--- src/rtl/cbu_pkg.sv ---
package cbu_pkg;
  localparam int DATA_W   = 8;
  localparam int HALF_W   = DATA_W / 2;
  localparam int SLOT_W   = 3;
  localparam int IDX_W    = $clog2(DATA_W);
  localparam int MEM_SLOT = 6;
  localparam int FLAG_Z   = 7;
  localparam int FLAG_N   = 6;
  localparam int FLAG_H   = 5;
  localparam int FLAG_C   = 4;

  typedef enum logic [3:0] {
    OP_RLC, OP_RRC, OP_RL, OP_RR, OP_SLA, OP_SRA, OP_SWAP, OP_SRL,
    OP_BIT, OP_RES, OP_SET
  } cb_op_e;

  typedef struct packed {
    cb_op_e            op;
    logic [IDX_W-1:0]  bit_idx;
    logic [SLOT_W-1:0] slot;
    logic              is_mem;
  } cb_dec_t;

  typedef struct packed {
    logic [DATA_W-1:0] result;
    logic [DATA_W-1:0] flags;
    logic              wr_en;
    logic [SLOT_W-1:0] slot;
    logic              is_mem;
  } cb_res_t;
endpackage

--- src/rtl/cbu_decode.sv ---
module cbu_decode
  import cbu_pkg::*;
(
  input  logic [DATA_W-1:0] opcode,
  output cb_dec_t           dec
);
  logic [1:0]       group;
  logic [IDX_W-1:0] sub;

  assign group = opcode[7:6];
  assign sub   = opcode[5:3];

  always_comb begin
    dec.bit_idx = sub;
    dec.slot    = opcode[SLOT_W-1:0];
    dec.is_mem  = (opcode[SLOT_W-1:0] == SLOT_W'(MEM_SLOT));
    unique case (group)
      2'b00: begin
        unique case (sub)
          3'd0:    dec.op = OP_RLC;
          3'd1:    dec.op = OP_RRC;
          3'd2:    dec.op = OP_RL;
          3'd3:    dec.op = OP_RR;
          3'd4:    dec.op = OP_SLA;
          3'd5:    dec.op = OP_SRA;
          3'd6:    dec.op = OP_SWAP;
          default: dec.op = OP_SRL;
        endcase
      end
      2'b01:   dec.op = OP_BIT;
      2'b10:   dec.op = OP_RES;
      default: dec.op = OP_SET;
    endcase
  end
endmodule

--- src/rtl/cbu_shift.sv ---
module cbu_shift
  import cbu_pkg::*;
(
  input  cb_op_e            op,
  input  logic [DATA_W-1:0] operand,
  input  logic              carry_in,
  output logic [DATA_W-1:0] result,
  output logic [DATA_W-1:0] flags
);
  logic msb, lsb, carry_out;

  assign msb = operand[DATA_W-1];
  assign lsb = operand[0];

  always_comb begin
    result    = operand;
    carry_out = 1'b0;
    unique case (op)
      OP_RLC:  begin result = {operand[DATA_W-2:0], msb};      carry_out = msb; end
      OP_RRC:  begin result = {lsb, operand[DATA_W-1:1]};      carry_out = lsb; end
      OP_RL:   begin result = {operand[DATA_W-2:0], carry_in}; carry_out = msb; end
      OP_RR:   begin result = {carry_in, operand[DATA_W-1:1]}; carry_out = lsb; end
      OP_SLA:  begin result = {operand[DATA_W-2:0], 1'b0};     carry_out = msb; end
      OP_SRA:  begin result = {msb, operand[DATA_W-1:1]};      carry_out = lsb; end
      OP_SRL:  begin result = {1'b0, operand[DATA_W-1:1]};     carry_out = lsb; end
      OP_SWAP: begin
        result    = {operand[HALF_W-1:0], operand[DATA_W-1:HALF_W]};
        carry_out = 1'b0;
      end
      default: begin result = operand; carry_out = 1'b0; end
    endcase
  end

  always_comb begin
    flags         = '0;
    flags[FLAG_Z] = (result == '0);
    flags[FLAG_C] = carry_out;
  end
endmodule

--- src/rtl/cbu_bitop.sv ---
module cbu_bitop
  import cbu_pkg::*;
(
  input  cb_op_e            op,
  input  logic [IDX_W-1:0]  bit_idx,
  input  logic [DATA_W-1:0] operand,
  input  logic [3:0]        flags_hi,
  output logic [DATA_W-1:0] result,
  output logic [DATA_W-1:0] flags,
  output logic              wr_en
);
  logic [DATA_W-1:0] mask;
  logic              tested;

  for (genvar i = 0; i < DATA_W; i++) begin : g_mask
    assign mask[i] = (bit_idx == IDX_W'(i));
  end

  assign tested = |(operand & mask);

  always_comb begin
    result = operand;
    flags  = {flags_hi, 4'b0000};
    wr_en  = 1'b1;
    unique case (op)
      OP_BIT: begin
        result        = operand;
        flags         = '0;
        flags[FLAG_Z] = ~tested;
        flags[FLAG_H] = 1'b1;
        flags[FLAG_C] = flags_hi[FLAG_C-4];
        wr_en         = 1'b0;
      end
      OP_RES:  result = operand & ~mask;
      OP_SET:  result = operand | mask;
      default: result = operand;
    endcase
  end
endmodule

--- src/rtl/cbu_unit.sv ---
module cbu_unit
  import cbu_pkg::*;
(
  input  logic              clk,
  input  logic              rst_n,
  input  logic              in_valid,
  output logic              in_ready,
  input  logic [DATA_W-1:0] in_opcode,
  input  logic [DATA_W-1:0] in_operand,
  input  logic [DATA_W-1:0] in_flags,
  output logic              out_valid,
  input  logic              out_ready,
  output logic [DATA_W-1:0] out_result,
  output logic [DATA_W-1:0] out_flags,
  output logic              out_wr_en,
  output logic [SLOT_W-1:0] out_slot,
  output logic              out_slot_mem
);
  cb_dec_t           dec;
  cb_res_t           next_res, res_q;
  logic [DATA_W-1:0] sh_result, sh_flags, bo_result, bo_flags;
  logic              bo_wr_en;
  logic              valid_q;
  logic              is_bitgroup;

  cbu_decode i_decode (.opcode(in_opcode), .dec(dec));

  cbu_shift i_shift (
    .op(dec.op), .operand(in_operand), .carry_in(in_flags[FLAG_C]),
    .result(sh_result), .flags(sh_flags)
  );

  cbu_bitop i_bitop (
    .op(dec.op), .bit_idx(dec.bit_idx), .operand(in_operand),
    .flags_hi(in_flags[DATA_W-1:HALF_W]),
    .result(bo_result), .flags(bo_flags), .wr_en(bo_wr_en)
  );

  assign is_bitgroup = (dec.op == OP_BIT) || (dec.op == OP_RES) || (dec.op == OP_SET);

  always_comb begin
    next_res.slot   = dec.slot;
    next_res.is_mem = dec.is_mem;
    if (is_bitgroup) begin
      next_res.result = bo_result;
      next_res.flags  = bo_flags;
      next_res.wr_en  = bo_wr_en;
    end else begin
      next_res.result = sh_result;
      next_res.flags  = sh_flags;
      next_res.wr_en  = 1'b1;
    end
  end

  assign in_ready = !valid_q || out_ready;

  always_ff @(posedge clk or negedge rst_n) begin
    if (!rst_n) begin
      valid_q <= 1'b0;
      res_q   <= '0;
    end else if (in_ready) begin
      valid_q <= in_valid;
      if (in_valid) res_q <= next_res;
    end
  end

  assign out_valid    = valid_q;
  assign out_result   = res_q.result;
  assign out_flags    = res_q.flags;
  assign out_wr_en    = res_q.wr_en;
  assign out_slot     = res_q.slot;
  assign out_slot_mem = res_q.is_mem;

  assert_hold_R13: assert property (@(posedge clk) disable iff (!rst_n)
    (out_valid && !out_ready) |=> (out_valid && $stable(out_result) &&
      $stable(out_flags) && $stable(out_wr_en) && $stable(out_slot)));

  assert_stall_R13: assert property (@(posedge clk) disable iff (!rst_n)
    (out_valid && !out_ready) |-> !in_ready);

  assert_latency_R13: assert property (@(posedge clk) disable iff (!rst_n)
    (in_valid && in_ready) |=> out_valid);

  assert_flag_nibble_R10: assert property (@(posedge clk) disable iff (!rst_n)
    out_valid |-> (out_flags[3:0] == 4'b0000));

  assert_mem_slot_R1: assert property (@(posedge clk) disable iff (!rst_n)
    out_valid |-> (out_slot_mem == (out_slot == SLOT_W'(MEM_SLOT))));

  assert_bit_nowrite_R11: assert property (@(posedge clk) disable iff (!rst_n)
    (in_valid && in_ready && in_opcode[7:6] == 2'b01) |=>
      (!out_wr_en && out_result == $past(in_operand) && out_flags[FLAG_H]));

  assert_setres_flags_R12: assert property (@(posedge clk) disable iff (!rst_n)
    (in_valid && in_ready && in_opcode[7]) |=>
      (out_wr_en && out_flags == ($past(in_flags) & 8'hF0)));

  assert_swap_flags_R8: assert property (@(posedge clk) disable iff (!rst_n)
    (in_valid && in_ready && in_opcode[7:3] == 5'b00110) |=>
      (out_flags[FLAG_N] == 1'b0 && out_flags[FLAG_H] == 1'b0 && out_flags[FLAG_C] == 1'b0));
endmodule

--- config.mk ---
export PLATFORM = sky130hd
export DESIGN_NAME = cbu_unit
export DESIGN_NICKNAME = d
export VERILOG_FILES = /design/src/rtl/cbu_pkg.sv /design/src/rtl/cbu_decode.sv /design/src/rtl/cbu_shift.sv /design/src/rtl/cbu_bitop.sv /design/src/rtl/cbu_unit.sv
export SDC_FILE = /design/constraint.sdc
export NUM_CORES = 1
export LEC_CHECK = 0
export BUFFER_PORTS_ARGS = -buffer_cell sky130_fd_sc_hd__buf_2
export CORE_UTILIZATION = 35
export DETAILED_ROUTE_END_ITERATION = 7
export PLACE_DENSITY = 0.66
export SYNTH_ARGS = -nofsm -noshare
export SYNTH_HDL_FRONTEND = slang
export SYNTH_SLANG_ARGS = --single-unit
--- constraint.sdc ---
create_clock -name clk -period 1.5 [get_ports clk]
set_input_delay 0.3 -clock clk [delete_from_list [all_inputs] [get_ports clk]]
set_output_delay 0.3 -clock clk [all_outputs]
set_load 0.01 [all_outputs]
==> impl_metrics.env <==
export IMPL_outcome="complete, no violations"
export IMPL_fp_dieW_um=63.6
export IMPL_dp_slack_ns=-0.253
export IMPL_setup_slack_ns=0.0203
export IMPL_num_io_pins=51
export IMPL_r2r_cells=4
export IMPL_clock_path_buffers=2
export IMPL_wl_per_cell_um=13.6
export IMPL_finalCritPeriodShare_pct=98.6
export IMPL_track_usage_pct=19.7
export IMPL_critPathKind="input port to flop"
export IMPL_cts_sinks=18
export IMPL_cts_tree="yes"
export IMPL_clkLatencyLatePin_ns=0.25
export IMPL_grt_pass1_vias=1395
export IMPL_ys_seq_area_share_pct=34.0
export IMPL_drtIter0Drc=75
export IMPL_cp_endpoint="out_flags[7]"
export IMPL_vias_per_cell=5.33
export IMPL_dp_hpwl_mm=2.96
export IMPL_cts_made_buffers=3
export IMPL_synth_edff_count=0
export IMPL_routed_wl_mm=3.75
export IMPL_cts_htree_levels=1
export IMPL_cellPowerDensity_mw_per_mm2=772
export IMPL_yosys_warnings=0
export IMPL_syn_avg_cell_area_um2=8.19
export IMPL_grt_max_degree=19
export IMPL_synth_cell_area_mm2=0.00133
export IMPL_min_period_ns=1.48
export IMPL_die_y_um=63.6
export IMPL_ir_drop_mv=0.334
export IMPL_final_cell_mix="40 x buf_2, 35 x buf_4, 34 x nand2_1"
export IMPL_finalMaxSlewViolations=0
export IMPL_yosys_cell_types_count=43
export IMPL_synth_seq_cells=18
export IMPL_crit_reg2reg_launch="out_valid"
export IMPL_drive_above_1_share_pct=41.3
export IMPL_maxCapViolations=0
export IMPL_vias=1472
export IMPL_initial_core_util_pct=38.2
export IMPL_synthToLayoutAreaGrowth_pct=43.2
export IMPL_p_leak_nw=0.892
export IMPL_synth_ff_type="dfrtp_1"
export IMPL_num_nets_final=259
export IMPL_clock_tree_root_cell="clkbuf_8"
export IMPL_dieArea_mm2=0.00404
export IMPL_drtAntennaViolNets=0
export IMPL_worst_r2r_endpoint="out_flags[7]"
export IMPL_synth_cells=162
export IMPL_cp_arrival_ns=1.61
export IMPL_final_common_cell="buf_2"
export IMPL_critPathLaunch="in_opcode[3]"
export IMPL_grt_ovfl_total=0
export IMPL_hold_viol=0
export IMPL_grt_pass1_wl_mm=6.50
export IMPL_fin_cells=276
export IMPL_hp_class="input port to flop"
export IMPL_rows=21
export IMPL_place_inst=271
export IMPL_coreArea_mm2=0.00347
export IMPL_reg2reg_slack_ns=0.22
export IMPL_setup_viol_count_final=0
export IMPL_portBuffers=42
export IMPL_rsz0062_at_grt="yes"
export IMPL_drt_pass1_iterations=4
export IMPL_async_flop_share_pct=100
export IMPL_start_kind="input port"
export IMPL_gp_congestion=0.912
export IMPL_setup_worst_path_end_class="flop"
export IMPL_required_ns=1.63
export IMPL_clock_skew_ns=0.000844
export IMPL_clkTransAtPathRegs_ns=0.06
export IMPL_antenna_diode_count=0
export IMPL_fmax_mhz=676
export IMPL_antenna_found_initial=0
export IMPL_drc=0
export IMPL_worstPathMaxFanout=6
## metrics by stage
stage	hold slack (ns)	total power, mW	utilization (%)	TNS, ns	cell area (um2)
global placement	0.245	1.07	52.2	-1.00	1810
finish	0.262	1.47	54.8	0	1900
CTS	0.257	1.47	54.1	0	1880
detailed placement	0.249	1.09	52.2	-1.11	1810
floorplan	0.00441	0.852	-	-0.121	1360
global route	0.259	1.56	54.8	-0.0348	1900
## state kept, by name (all words and copies together), names as in the netlist
signal and count:
out_flags 4, out_result 8, out_slot 3, out_slot_mem 1, out_valid 1, out_wr_en 1
## cells by family (layout without fill, tap and decap cells)
kind of cell / Yosys count / in the layout / share of synthesized area, %
AND/OR/NAND/NOR: 64 / 64 / 24.1
multiplexers: 7 / 7 / 5.75
buffers and inverters: 19 / 84 / 7.92
AO/OA/AOI/OAI: 53 / 53 / 28.0
other: 1 / 4 / 0.283
flip-flops: 18 / 18 / 34.0
## report_power, final
part / total, mW / internal, mW / switching [mW]
combinational: 0.498 / 0.233 / 0.265
sequential: 0.587 / 0.553 / 0.0332
clock: 0.382 / 0.233 / 0.149
## cell type report
cell class                      count  area [um2]
Sequential cell                    18         450
Timing Repair Buffer               78         513
Tap cell                           46        57.6
Clock buffer                        4        55.1
Fill cell                         341        1570
Multi-Input combinational cell    128         816
Inverter                            2        7.51
## layer usage
layer	track usage (%)	up-vias	wire length [um]
li1	-	727	-
met1	28.1	690	1800
met2	32.0	53	1690
met3	2.17	2	234
met4	3.13	0	17
met5	0	-	0
## cell usage after synthesis, types with 3 or more instances
library cell  number  share of area (%)
a211oi_1           3                1.7
a21oi_1           10                3.8
a221oi_1           5                3.3
a31oi_1            3                1.4
buf_2              3                1.1
buf_4              4                2.3
clkbuf_1           7                2.0
dfrtp_1           18                 34
mux2_2             5                4.2
nand2_1           34                9.6
nand3_1            3                1.1
nor2_1            10                2.8
o211ai_1           4                2.3
o21ai_0           12                4.5
## worst max-delay path, cell delays in order
cell and delay (ns):
buf_4 0.13, or2b_4 0.28, nor4_4 0.28, a222oi_1 0.19
nor4bb_2 0.20, a41o_1 0.23
## how the worst min path moves through the flow
stage	startpoint	to	slack [ns]	cells past startpoint
after global placement	rst_n	out_slot[2]	0.24	1
after global routing	in_opcode[0]	out_slot_mem	0.26	2
final	in_opcode[0]	out_slot_mem	0.26	2
after CTS	in_opcode[0]	out_slot[0]	0.26	3
after detailed placement	rst_n	out_valid	0.25	1
after floorplan	rst_n	out_flags[4]	0.004	0
## timing repair
action,in CTS,in global routing
gates cloned,0,0
setup endpoints to repair,1,2
hold endpoints to repair,18,0
resized for setup,1,4
pin swaps,0,0
setup buffers,0,0
hold buffers,1,0
(Power assumes the default switching activity.)
